--- src/rtl/pkc_pkg.sv ---
package pkc_pkg;

  typedef enum logic [1:0] {
    PWR_OFF = 2'd0,
    PWR_RUN = 2'd1,
    PWR_NAP = 2'd2
  } pwrState_t;

  // Strobes and levels the datapath hands to the controller each cycle.
  typedef struct packed {
    logic keyLvl;    // debounced key level
    logic keyFall;   // one-cycle strobe: debounced release
    logic atResume;  // hold has reached the wake threshold
    logic atOn;      // hold has reached the power-on threshold
    logic atSleep;   // hold has reached the nap threshold
    logic atOff;     // hold has reached the power-off threshold
    logic atForce;   // hold has reached the forced-off threshold
  } keyEvents_t;

endpackage

--- src/rtl/pkc_sync.sv ---
module pkc_sync #(
  parameter int STAGES = 2
) (
  input  logic clk,
  input  logic rst_n,
  input  logic d,
  output logic q
);

  logic [STAGES-1:0] chain;

  generate
    if (STAGES == 1) begin : g_single
      always_ff @(posedge clk or negedge rst_n) begin
        if (!rst_n) chain <= '0;
        else        chain <= d;
      end
    end else begin : g_multi
      always_ff @(posedge clk or negedge rst_n) begin
        if (!rst_n) chain <= '0;
        else        chain <= {chain[STAGES-2:0], d};
      end
    end
  endgenerate

  assign q = chain[STAGES-1];

endmodule

--- src/rtl/pkc_datapath.sv ---
module pkc_datapath
  import pkc_pkg::*;
#(
  parameter int TICK_DIV    = 100000,
  parameter int DEBOUNCE_MS = 10,
  parameter int RESUME_MS   = 300,
  parameter int ON_MS       = 1000,
  parameter int SLEEP_MS    = 1000,
  parameter int OFF_MS      = 7000,
  parameter int FORCE_MS    = 10000,
  localparam int DIV_W      = (TICK_DIV > 1) ? $clog2(TICK_DIV) : 1,
  localparam int DEB_W      = (DEBOUNCE_MS > 1) ? $clog2(DEBOUNCE_MS + 1) : 1,
  localparam int HOLD_W     = $clog2(FORCE_MS + 1)
) (
  input  logic              clk,
  input  logic              rst_n,
  input  logic              keyIn,
  output keyEvents_t        events,
  output logic [HOLD_W-1:0] holdMs
);

  // ---------------- input synchronizer ----------------
  logic keySync;

  pkc_sync #(.STAGES(2)) u_sync (
    .clk   (clk),
    .rst_n (rst_n),
    .d     (keyIn),
    .q     (keySync)
  );

  // ---------------- millisecond prescaler ----------------
  logic [DIV_W-1:0] divCnt;
  logic             msTick;

  assign msTick = (divCnt == DIV_W'(TICK_DIV - 1));

  always_ff @(posedge clk or negedge rst_n) begin
    if (!rst_n)      divCnt <= '0;
    else if (msTick) divCnt <= '0;
    else             divCnt <= divCnt + DIV_W'(1);
  end

  // ---------------- debounce filter ----------------
  // The level only follows the synchronized key after it has disagreed
  // for DEBOUNCE_MS consecutive ticks; any agreement restarts the count.
  logic [DEB_W-1:0] debCnt;
  logic             keyLvl;
  logic             keyLvlD;

  always_ff @(posedge clk or negedge rst_n) begin
    if (!rst_n) begin
      debCnt  <= '0;
      keyLvl  <= 1'b0;
      keyLvlD <= 1'b0;
    end else begin
      keyLvlD <= keyLvl;
      if (keySync == keyLvl) begin
        debCnt <= '0;
      end else if (msTick) begin
        if (debCnt == DEB_W'(DEBOUNCE_MS - 1)) begin
          keyLvl <= keySync;
          debCnt <= '0;
        end else begin
          debCnt <= debCnt + DEB_W'(1);
        end
      end
    end
  end

  // ---------------- saturating hold counter ----------------
  // Cleared one cycle after the debounced release, so the controller
  // still sees the full hold in the release cycle.
  logic holdFull;

  assign holdFull = (holdMs == HOLD_W'(FORCE_MS));

  always_ff @(posedge clk or negedge rst_n) begin
    if (!rst_n)                    holdMs <= '0;
    else if (!keyLvl)              holdMs <= '0;
    else if (msTick && !holdFull)  holdMs <= holdMs + HOLD_W'(1);
  end

  // ---------------- threshold decode ----------------
  always_comb begin
    events.keyLvl   = keyLvl;
    events.keyFall  = keyLvlD & ~keyLvl;
    events.atResume = (holdMs >= HOLD_W'(RESUME_MS));
    events.atOn     = (holdMs >= HOLD_W'(ON_MS));
    events.atSleep  = (holdMs >= HOLD_W'(SLEEP_MS));
    events.atOff    = (holdMs >= HOLD_W'(OFF_MS));
    events.atForce  = holdFull;
  end

endmodule

--- src/rtl/pkc_control.sv ---
module pkc_control
  import pkc_pkg::*;
(
  input  logic       clk,
  input  logic       rst_n,
  input  keyEvents_t events,
  output logic       pwrEn,
  output logic       sleepReq,
  output logic       resumeReq
);

  pwrState_t state;
  logic      armed;   // a new press may still trigger an action

  always_ff @(posedge clk or negedge rst_n) begin
    if (!rst_n) begin
      state     <= PWR_OFF;
      armed     <= 1'b0;
      sleepReq  <= 1'b0;
      resumeReq <= 1'b0;
    end else begin
      sleepReq  <= 1'b0;
      resumeReq <= 1'b0;

      if (events.keyLvl && events.atForce) begin
        // hardware override: wins over every per-state rule
        state <= PWR_OFF;
        armed <= 1'b0;
      end else if (!events.keyLvl) begin
        armed <= 1'b1;
        if (armed && events.keyFall && (state == PWR_RUN) &&
            events.atSleep && !events.atOff) begin
          state    <= PWR_NAP;
          sleepReq <= 1'b1;
        end
      end else if (armed) begin
        unique case (state)
          PWR_OFF: begin
            if (events.atOn) begin
              state <= PWR_RUN;
              armed <= 1'b0;
            end
          end
          PWR_RUN: begin
            if (events.atOff) begin
              state <= PWR_OFF;
              armed <= 1'b0;
            end
          end
          PWR_NAP: begin
            if (events.atResume) begin
              state     <= PWR_RUN;
              resumeReq <= 1'b1;
              armed     <= 1'b0;
            end
          end
          default: begin
            state <= PWR_OFF;
            armed <= 1'b0;
          end
        endcase
      end
    end
  end

  assign pwrEn = (state != PWR_OFF);

endmodule

--- src/rtl/pwr_key_ctrl.sv ---
module pwr_key_ctrl
  import pkc_pkg::*;
#(
  parameter int TICK_DIV    = 100000,
  parameter int DEBOUNCE_MS = 10,
  parameter int RESUME_MS   = 300,
  parameter int ON_MS       = 1000,
  parameter int SLEEP_MS    = 1000,
  parameter int OFF_MS      = 7000,
  parameter int FORCE_MS    = 10000
) (
  input  logic clk,
  input  logic rst_n,
  input  logic keyIn,
  output logic pwrEn,
  output logic sleepReq,
  output logic resumeReq
);

  localparam int HOLD_W = $clog2(FORCE_MS + 1);

  keyEvents_t        events;
  logic [HOLD_W-1:0] holdMs;
  logic              keyLvl;

  assign keyLvl = events.keyLvl;

  pkc_datapath #(
    .TICK_DIV    (TICK_DIV),
    .DEBOUNCE_MS (DEBOUNCE_MS),
    .RESUME_MS   (RESUME_MS),
    .ON_MS       (ON_MS),
    .SLEEP_MS    (SLEEP_MS),
    .OFF_MS      (OFF_MS),
    .FORCE_MS    (FORCE_MS)
  ) u_datapath (
    .clk    (clk),
    .rst_n  (rst_n),
    .keyIn  (keyIn),
    .events (events),
    .holdMs (holdMs)
  );

  pkc_control u_control (
    .clk       (clk),
    .rst_n     (rst_n),
    .events    (events),
    .pwrEn     (pwrEn),
    .sleepReq  (sleepReq),
    .resumeReq (resumeReq)
  );

endmodule

--- config.mk ---
export PLATFORM = sky130hd
export DESIGN_NAME = pwr_key_ctrl
export DESIGN_NICKNAME = d
export VERILOG_FILES = /design/src/rtl/pkc_pkg.sv /design/src/rtl/pkc_sync.sv /design/src/rtl/pkc_datapath.sv /design/src/rtl/pkc_control.sv /design/src/rtl/pwr_key_ctrl.sv
export SDC_FILE = /design/constraint.sdc
export NUM_CORES = 1
export LEC_CHECK = 0
export BUFFER_PORTS_ARGS = -buffer_cell sky130_fd_sc_hd__buf_2
export CORE_MARGIN = 2
export CORE_UTILIZATION = 62
export CTS_CLUSTER_DIAMETER = 80
export DETAILED_ROUTE_END_ITERATION = 8
export PLACE_DENSITY = 0.81
export RECOVER_POWER = 25
export SLEW_MARGIN = 20
export SYNTH_ARGS = -nofsm -noshare
export SYNTH_HDL_FRONTEND = slang
export SYNTH_HIERARCHICAL = 1
export SYNTH_SLANG_ARGS = --single-unit
export TNS_END_PERCENT = 10
--- constraint.sdc ---
create_clock -name clk -period 2.1 [get_ports clk]
set_input_delay 0.105 -clock clk [delete_from_list [all_inputs] [get_ports clk]]
set_output_delay 0.105 -clock clk [all_outputs]
set_load 0.1 [all_outputs]
==> results of run 1 <==
repair_timing:
item / in CTS / in global routing
setup buffers: 0 / 0
endpoints found under the setup margin: 0 / 0
endpoints found under the hold margin: 25 / 0
hold buffers: 2 / 0
layer usage:
metal | wire, um | vias to the layer above
met2 | 2100 | 35
met1 | 2340 | 930
met3 | 147 | 5
li1 | - | 923
met5 | 0 | -
met4 | 37 | 0
final cells by class:
cell class | instances | share of cell area, %
multi-input combinational | 176 | 46.1
clock inverter | 1 | 0.337
sequential | 44 | 42.4
inverter | 8 | 1.16
timing repair buffer | 16 | 4.77
tap | 48 | 2.31
clock buffer | 7 | 2.94
critical path, stage by stage (launching register included):
cell and delay (ns):
dfrtp_1 0.48, nor4b_4 0.34, nand4_1 0.34, or4_1 0.59, a21oi_1 0.15
worst paths after layout:
path                                            start                          to  slack [ns]  cells past startpoint
max                             u_datapath/divCnt[12]        u_datapath/holdMs[8]        0.12                      4
max in group asynchronous                       rst_n        u_datapath/holdMs[0]        0.55                      3
min                        u_datapath/u_sync/chain[0]  u_datapath/u_sync/chain[1]        0.36                      0
min reg2reg                u_datapath/u_sync/chain[0]  u_datapath/u_sync/chain[1]        0.36                      0
max reg2reg                     u_datapath/divCnt[12]        u_datapath/holdMs[8]        0.12                      4
min in group asynchronous                       rst_n        u_datapath/holdMs[1]        0.67                      2
registers in the layout (all words and copies together), names as in the netlist:
name and flops:
u_datapath/divCnt 17, u_control/resumeReq 1, u_datapath/debCnt 4, u_control/state 2
u_control/sleepReq 1, u_control/armed 1, u_datapath/keyLvl 1, u_datapath/u_sync/chain 2
u_datapath/keyLvlD 1, u_datapath/holdMs 14
through the flow:
stage                     hold slack [ns]  worst slack [ns]  power (mW)  utilization [%]
final                               0.358             0.120        1.39             70.4
after global routing                0.372           0.00983        1.45             70.4
after CTS                           0.349             0.137        1.41             70.5
after detailed placement            0.135             0.169       0.890             67.6
after global placement              0.135             0.188       0.889             67.6
after floorplan                    -0.191             0.198       0.868                -
power breakdown:
part | switching [mW] | internal (mW) | total, mW
logic | 0.0185 | 0.00656 | 0.0250
registers | 0.000904 | 0.848 | 0.849
clock network | 0.275 | 0.238 | 0.513
total | 0.294 | 1.09 | 1.39
placed cells by master, fill, tap and decap left out, drive strengths merged, types with 6 or more instances in the layout:
cell    Yosys  final
nand4       8      8
a21oi      23     23
or4        16     16
and3        6      6
clkbuf      5      8
nand2      14     14
nor2        8      8
and4        6      6
inv         8      8
o21ai       9      9
dfrtp      44     44
xor2        7      7
o31ai      12     12
buf         6     13
nand3      12     12
cell families after synthesis:
group           count (synthesis)  synth area share, %
xor+xnor                       12                 4.41
fa+ha+maj                       5                 2.62
flops                          44                 46.2
simple gates                   99                 27.2
buf+inv                        19                 3.62
mux                             1                0.420
compound gates                 59                 15.6
==> impl_metrics.tcl, run 1 <==
set metrics [dict create \
    cts_buffer_depth 2 \
    htreeDepth 2 \
    ys_warn_count 6 \
    drtIter0Drc 219 \
    ant_nets 0 \
    min_period_over_period_pct 94.3 \
    crit_type "reg -> reg" \
    gr-max-usage-layer "met1" \
    dp_hpwl_um 3190 \
    grt_pass1_vias 1738 \
    drive_above_1_share_pct 10.7 \
    port_buffers 5 \
    maxSlewViolCount 0 \
    grt_max_degree 30 \
    tightest_slew_ns 1.42 \
    cts_tree "done" \
    use_met3_pct 5.11 \
    cp_data_arrival_time_ns 2.20 \
    core_area_um2 3690 \
    cts_sinks 44 \
    max_cap_viol_count 0 \
    synth.avg_cell_area_um2 9.98 \
    place_congestion 0.938 \
    grt_pass1_wl_um 8300 \
    post_cts_resized 0 \
    fin_area_um2 2600 \
    dr.pass1.iters 4 \
    diodes 0 \
    grt_setup_unrepaired "no" \
    ys_ff_latch 44 \
    dieWidth_um 66.0 \
    status "completed" \
    period_minus_slack_ns 1.98 \
    vias 1893 \
    route.detailed.drc 0 \
    p_per_area_nw_per_um2 534 \
    syn_area_um2 2380 \
    synthTopCellsByArea "dfrtp_1 (46%), or4_1 (5.0%), a21oi_1 (4.8%)" \
    synth_top_area_share_pct 46.2 \
    tns_ns 0 \
    synth_most_common_cell "dfrtp_1" \
    overflow 0 \
    synth-main-ff-cell "dfrtp_1" \
    worst-path-max-fanout 8 \
    ir_worst_vdd_mv 0.435 \
    p_leak_nw 1.10 \
    synth_area_leader_cell "dfrtp_1" \
    syn_nets 247 \
    die_h_um 66.0 \
    relSlewSlack_pct 5.60 \
    area_growth_pct 8.92 \
    syn_inst 239 \
    min_path_type "reg -> reg" \
    synth_edf_count 0 \
    seqCellArea_um2 1100 \
    drt-wirelength-per-cell_um 15.4 \
    setup.worst_path.end_class "register" \
    synthArstFlopShare_pct 100 \
    cts_root_buf "clkbuf_8" \
    die_area_um2 4360 \
    cp.required_ns 2.32 \
    fillers 289 \
    synth_commonest_cells "dfrtp_1 (44), a21oi_1 (23), or4_1 (16)" \
    use_met2_pct 36.9 \
    setup_viol 0 \
    clk_pin_slew_ns 0.08 \
    start_util_pct 64.7 \
    clk_latency_ns 0.29 \
    crit_path_start_kind "register" \
    grt_antenna_before_repair 0 \
    fp-row-count 22 \
    multi_input_area_um2 1200 \
    cts_buffers 5 \
    yosys.cell_types.count 43 \
    dp_cells 290 \
    yosysSeqAreaShare_pct 46.2 \
    vias_per_cell 6.31 \
    clock_skew_ns 0.00886 \
    grt_use_total_pct 24.7 \
    grt_use_met1_pct 37.4 \
    wirelength_um 4630 \
    fmax_mhz 505 \
    hold_viol_final 0 \
    layout.cells.non_filler 300 \
    nets 259 \
    dpl_cell_area_um2 2490 \
    ios 6 \
]
No activity file was read; power rests on OpenSTA's default activity.
==> run 2: changes to the inputs <==
- CORE_UTILIZATION: 62 -> 65
- CTS_CLUSTER_SIZE: default -> 30
- PLACE_DENSITY: 0.81 -> 0.84
- clock period: 2.1 -> 2.4 ns (I/O delays scaled with it)
==> run 2 against run 1 <==
Net effect:
- flip-flop and latch count is the same
- global-route usage shrank 0.42 points
- via count shrank 2.4%
- first-iteration DRC count shrank 40%
- non-clock buffer count shrank 7
- sequential power shrank 12%
- largest cell class unchanged
- largest power group unchanged
==> impl_metrics.tcl, run 2 (synthesis results as in run 1) <==
set metrics [dict create \
    crit_path_start_kind "register" \
    hold_viol_final 0 \
    min_from "u_datapath/u_sync/chain[0]" \
    grt_setup_unrepaired "no" \
    setup_viol 0 \
    min_to "u_datapath/u_sync/chain[1]" \
    cts_sinks 44 \
    cp_slowest_cell "or4_1" \
    period_minus_slack_ns 2.02 \
    route.detailed.drc 0 \
    area_growth_pct 6.24 \
    grt_pass1_wl_um 7850 \
    regMostFlops "u_datapath/divCnt" \
    ios 6 \
    tightest_slew_ns 1.16 \
    dp_cells 283 \
    grt_antenna_before_repair 0 \
    cp_data_arrival_time_ns 2.24 \
    worstPathCellList "nor4b_4, nand4_1, or4_1, a21oi_1" \
    cts_tree "done" \
    seqCellArea_um2 1100 \
    grt_use_total_pct 24.3 \
    reg2reg_depth 4 \
    vias_per_cell 6.30 \
    fp-row-count 22 \
    crit_type "reg -> reg" \
    worst-path-max-fanout 8 \
    crit_start "u_datapath/divCnt[8]" \
    max_cap_viol_count 0 \
    clock_skew_ns 0.0108 \
    tns_ns 0 \
    core_area_um2 3610 \
    hold_depth 0 \
    fin_total_pwr_mw 1.22 \
    p_per_area_nw_per_um2 482 \
    dieWidth_um 64.6 \
    largest_reg_flops 17 \
    dr.pass1.iters 4 \
    drt-wirelength-per-cell_um 15.6 \
    fmax_mhz 495 \
    clk_pin_slew_ns 0.09 \
    nets 252 \
    r2r_setup_slack_ns 0.38 \
    reg2reg_to "u_datapath/holdMs[12]" \
    vias 1847 \
    final_common_cell "dfrtp_1" \
    setup.worst_path.end_class "register" \
    fillers 285 \
    place_congestion 0.834 \
    maxSlewViolCount 0 \
    start_util_pct 66.1 \
    final_cell_mix "dfrtp_1 (44), a21oi_1 (23), or4_1 (16)" \
    drtIter0Drc 131 \
    worstReg2RegStart "u_datapath/divCnt[8]" \
    dp_hpwl_um 3130 \
    critPathMaxStageDelay_ns 0.62 \
    ant_nets 0 \
    overflow 0 \
    multi_input_area_um2 1200 \
    die_area_um2 4170 \
    cts_buffers 5 \
    wirelength_um 4590 \
    min_period_over_period_pct 84.2 \
    min_path_type "reg -> reg" \
    clk_latency_ns 0.30 \
    grt_pass1_vias 1751 \
    reg.largest.list "u_datapath/divCnt: 17 flops, u_datapath/holdMs: 14 flops, u_datapath/debCnt: 4 flops" \
    die_h_um 64.6 \
    p_leak_nw 1.06 \
    cp.required_ns 2.62 \
    port_buffers 5 \
    grt_max_degree 45 \
    htreeDepth 2 \
    diodes 0 \
    ir_worst_vdd_mv 0.446 \
    post-cts-setup-buffer-count 0 \
    status "completed" \
    layout.cells.non_filler 293 \
    cts_root_buf "clkbuf_8" \
    relSlewSlack_pct 22.7 \
    drive_above_1_share_pct 8.57 \
    cts_buffer_depth 2 \
]
==> run 2: cell types whose count changed in the layout (fill, tap and decap cells not counted) <==
cell	change
and2_1	-1
buf_12	-1
clkbuf_2	+1
clkbuf_1	-1
and2_0	+1
buf_2	-2
buf_4	-6
clkinv_2	+2
==> run 2: power by group <==
group          leakage (nW)  total, mW  internal (mW)  switching [mW]
Combinational         0.420     0.0188        0.00375          0.0151
Clock                0.0479      0.459          0.203           0.256
Sequential            0.591      0.743          0.742        0.000797
Total                  1.06       1.22          0.949           0.272
==> run 2: repair_timing <==
item	in CTS	in global routing
hold buffers	2	0
hold endpoints to repair	3	0
gates resized for setup	0	0
==> run 2: critical path: cells and delay by family (launching register included) <==
family / cells / cell delay (ns)
flops: 1 / 0.48
simple gates: 3 / 1.31
compound gates: 1 / 0.16
==> run 2: stage by stage <==
step / hold slack, ns / utilization [%] / setup slack [ns] / cell area, um^2
2_1_floorplan: -0.176 / - / 0.498 / 2380
3_3_place_gp: 0.228 / 67.3 / 0.464 / 2430
3_5_place_dp: 0.230 / 67.3 / 0.447 / 2430
4_1_cts: 0.357 / 70.3 / 0.422 / 2540
5_1_grt: 0.361 / 70.3 / 0.270 / 2530
6_report: 0.353 / 70.3 / 0.378 / 2530
==> run 2: final cells by class <==
class,instances,share of cell area (%)
timing repair buffer,9,2.27
clock inverter,3,0.741
clock buffer,5,2.72
inverter,8,1.19
tap,48,2.37
sequential,44,43.5
multi-input combinational,176,47.3
==> run 2: worst max path at each step <==
stage | to | slack (ns) | depth (start not counted)
floorplan | u_control/state[0] | 0.50 | 7
detailed placement | u_datapath/holdMs[12] | 0.45 | 4
global placement | u_control/state[0] | 0.46 | 7
global route | u_datapath/holdMs[11] | 0.27 | 4
finish | u_datapath/holdMs[12] | 0.38 | 4
CTS | u_datapath/holdMs[12] | 0.42 | 4
==> run 2: layer usage <==
layer / wire length [um] / vias up / part of all wire, % / global-route usage [%]
met1: 2040 / 891 / 44 / 30.6
met3: 153 / 8 / 3.3 / 3.65
met4: 55 / 0 / 1.2 / 7.45
met5: 0 / - / 0 / 0
li1: - / 920 / - / -
met2: 2340 / 28 / 51 / 43.4
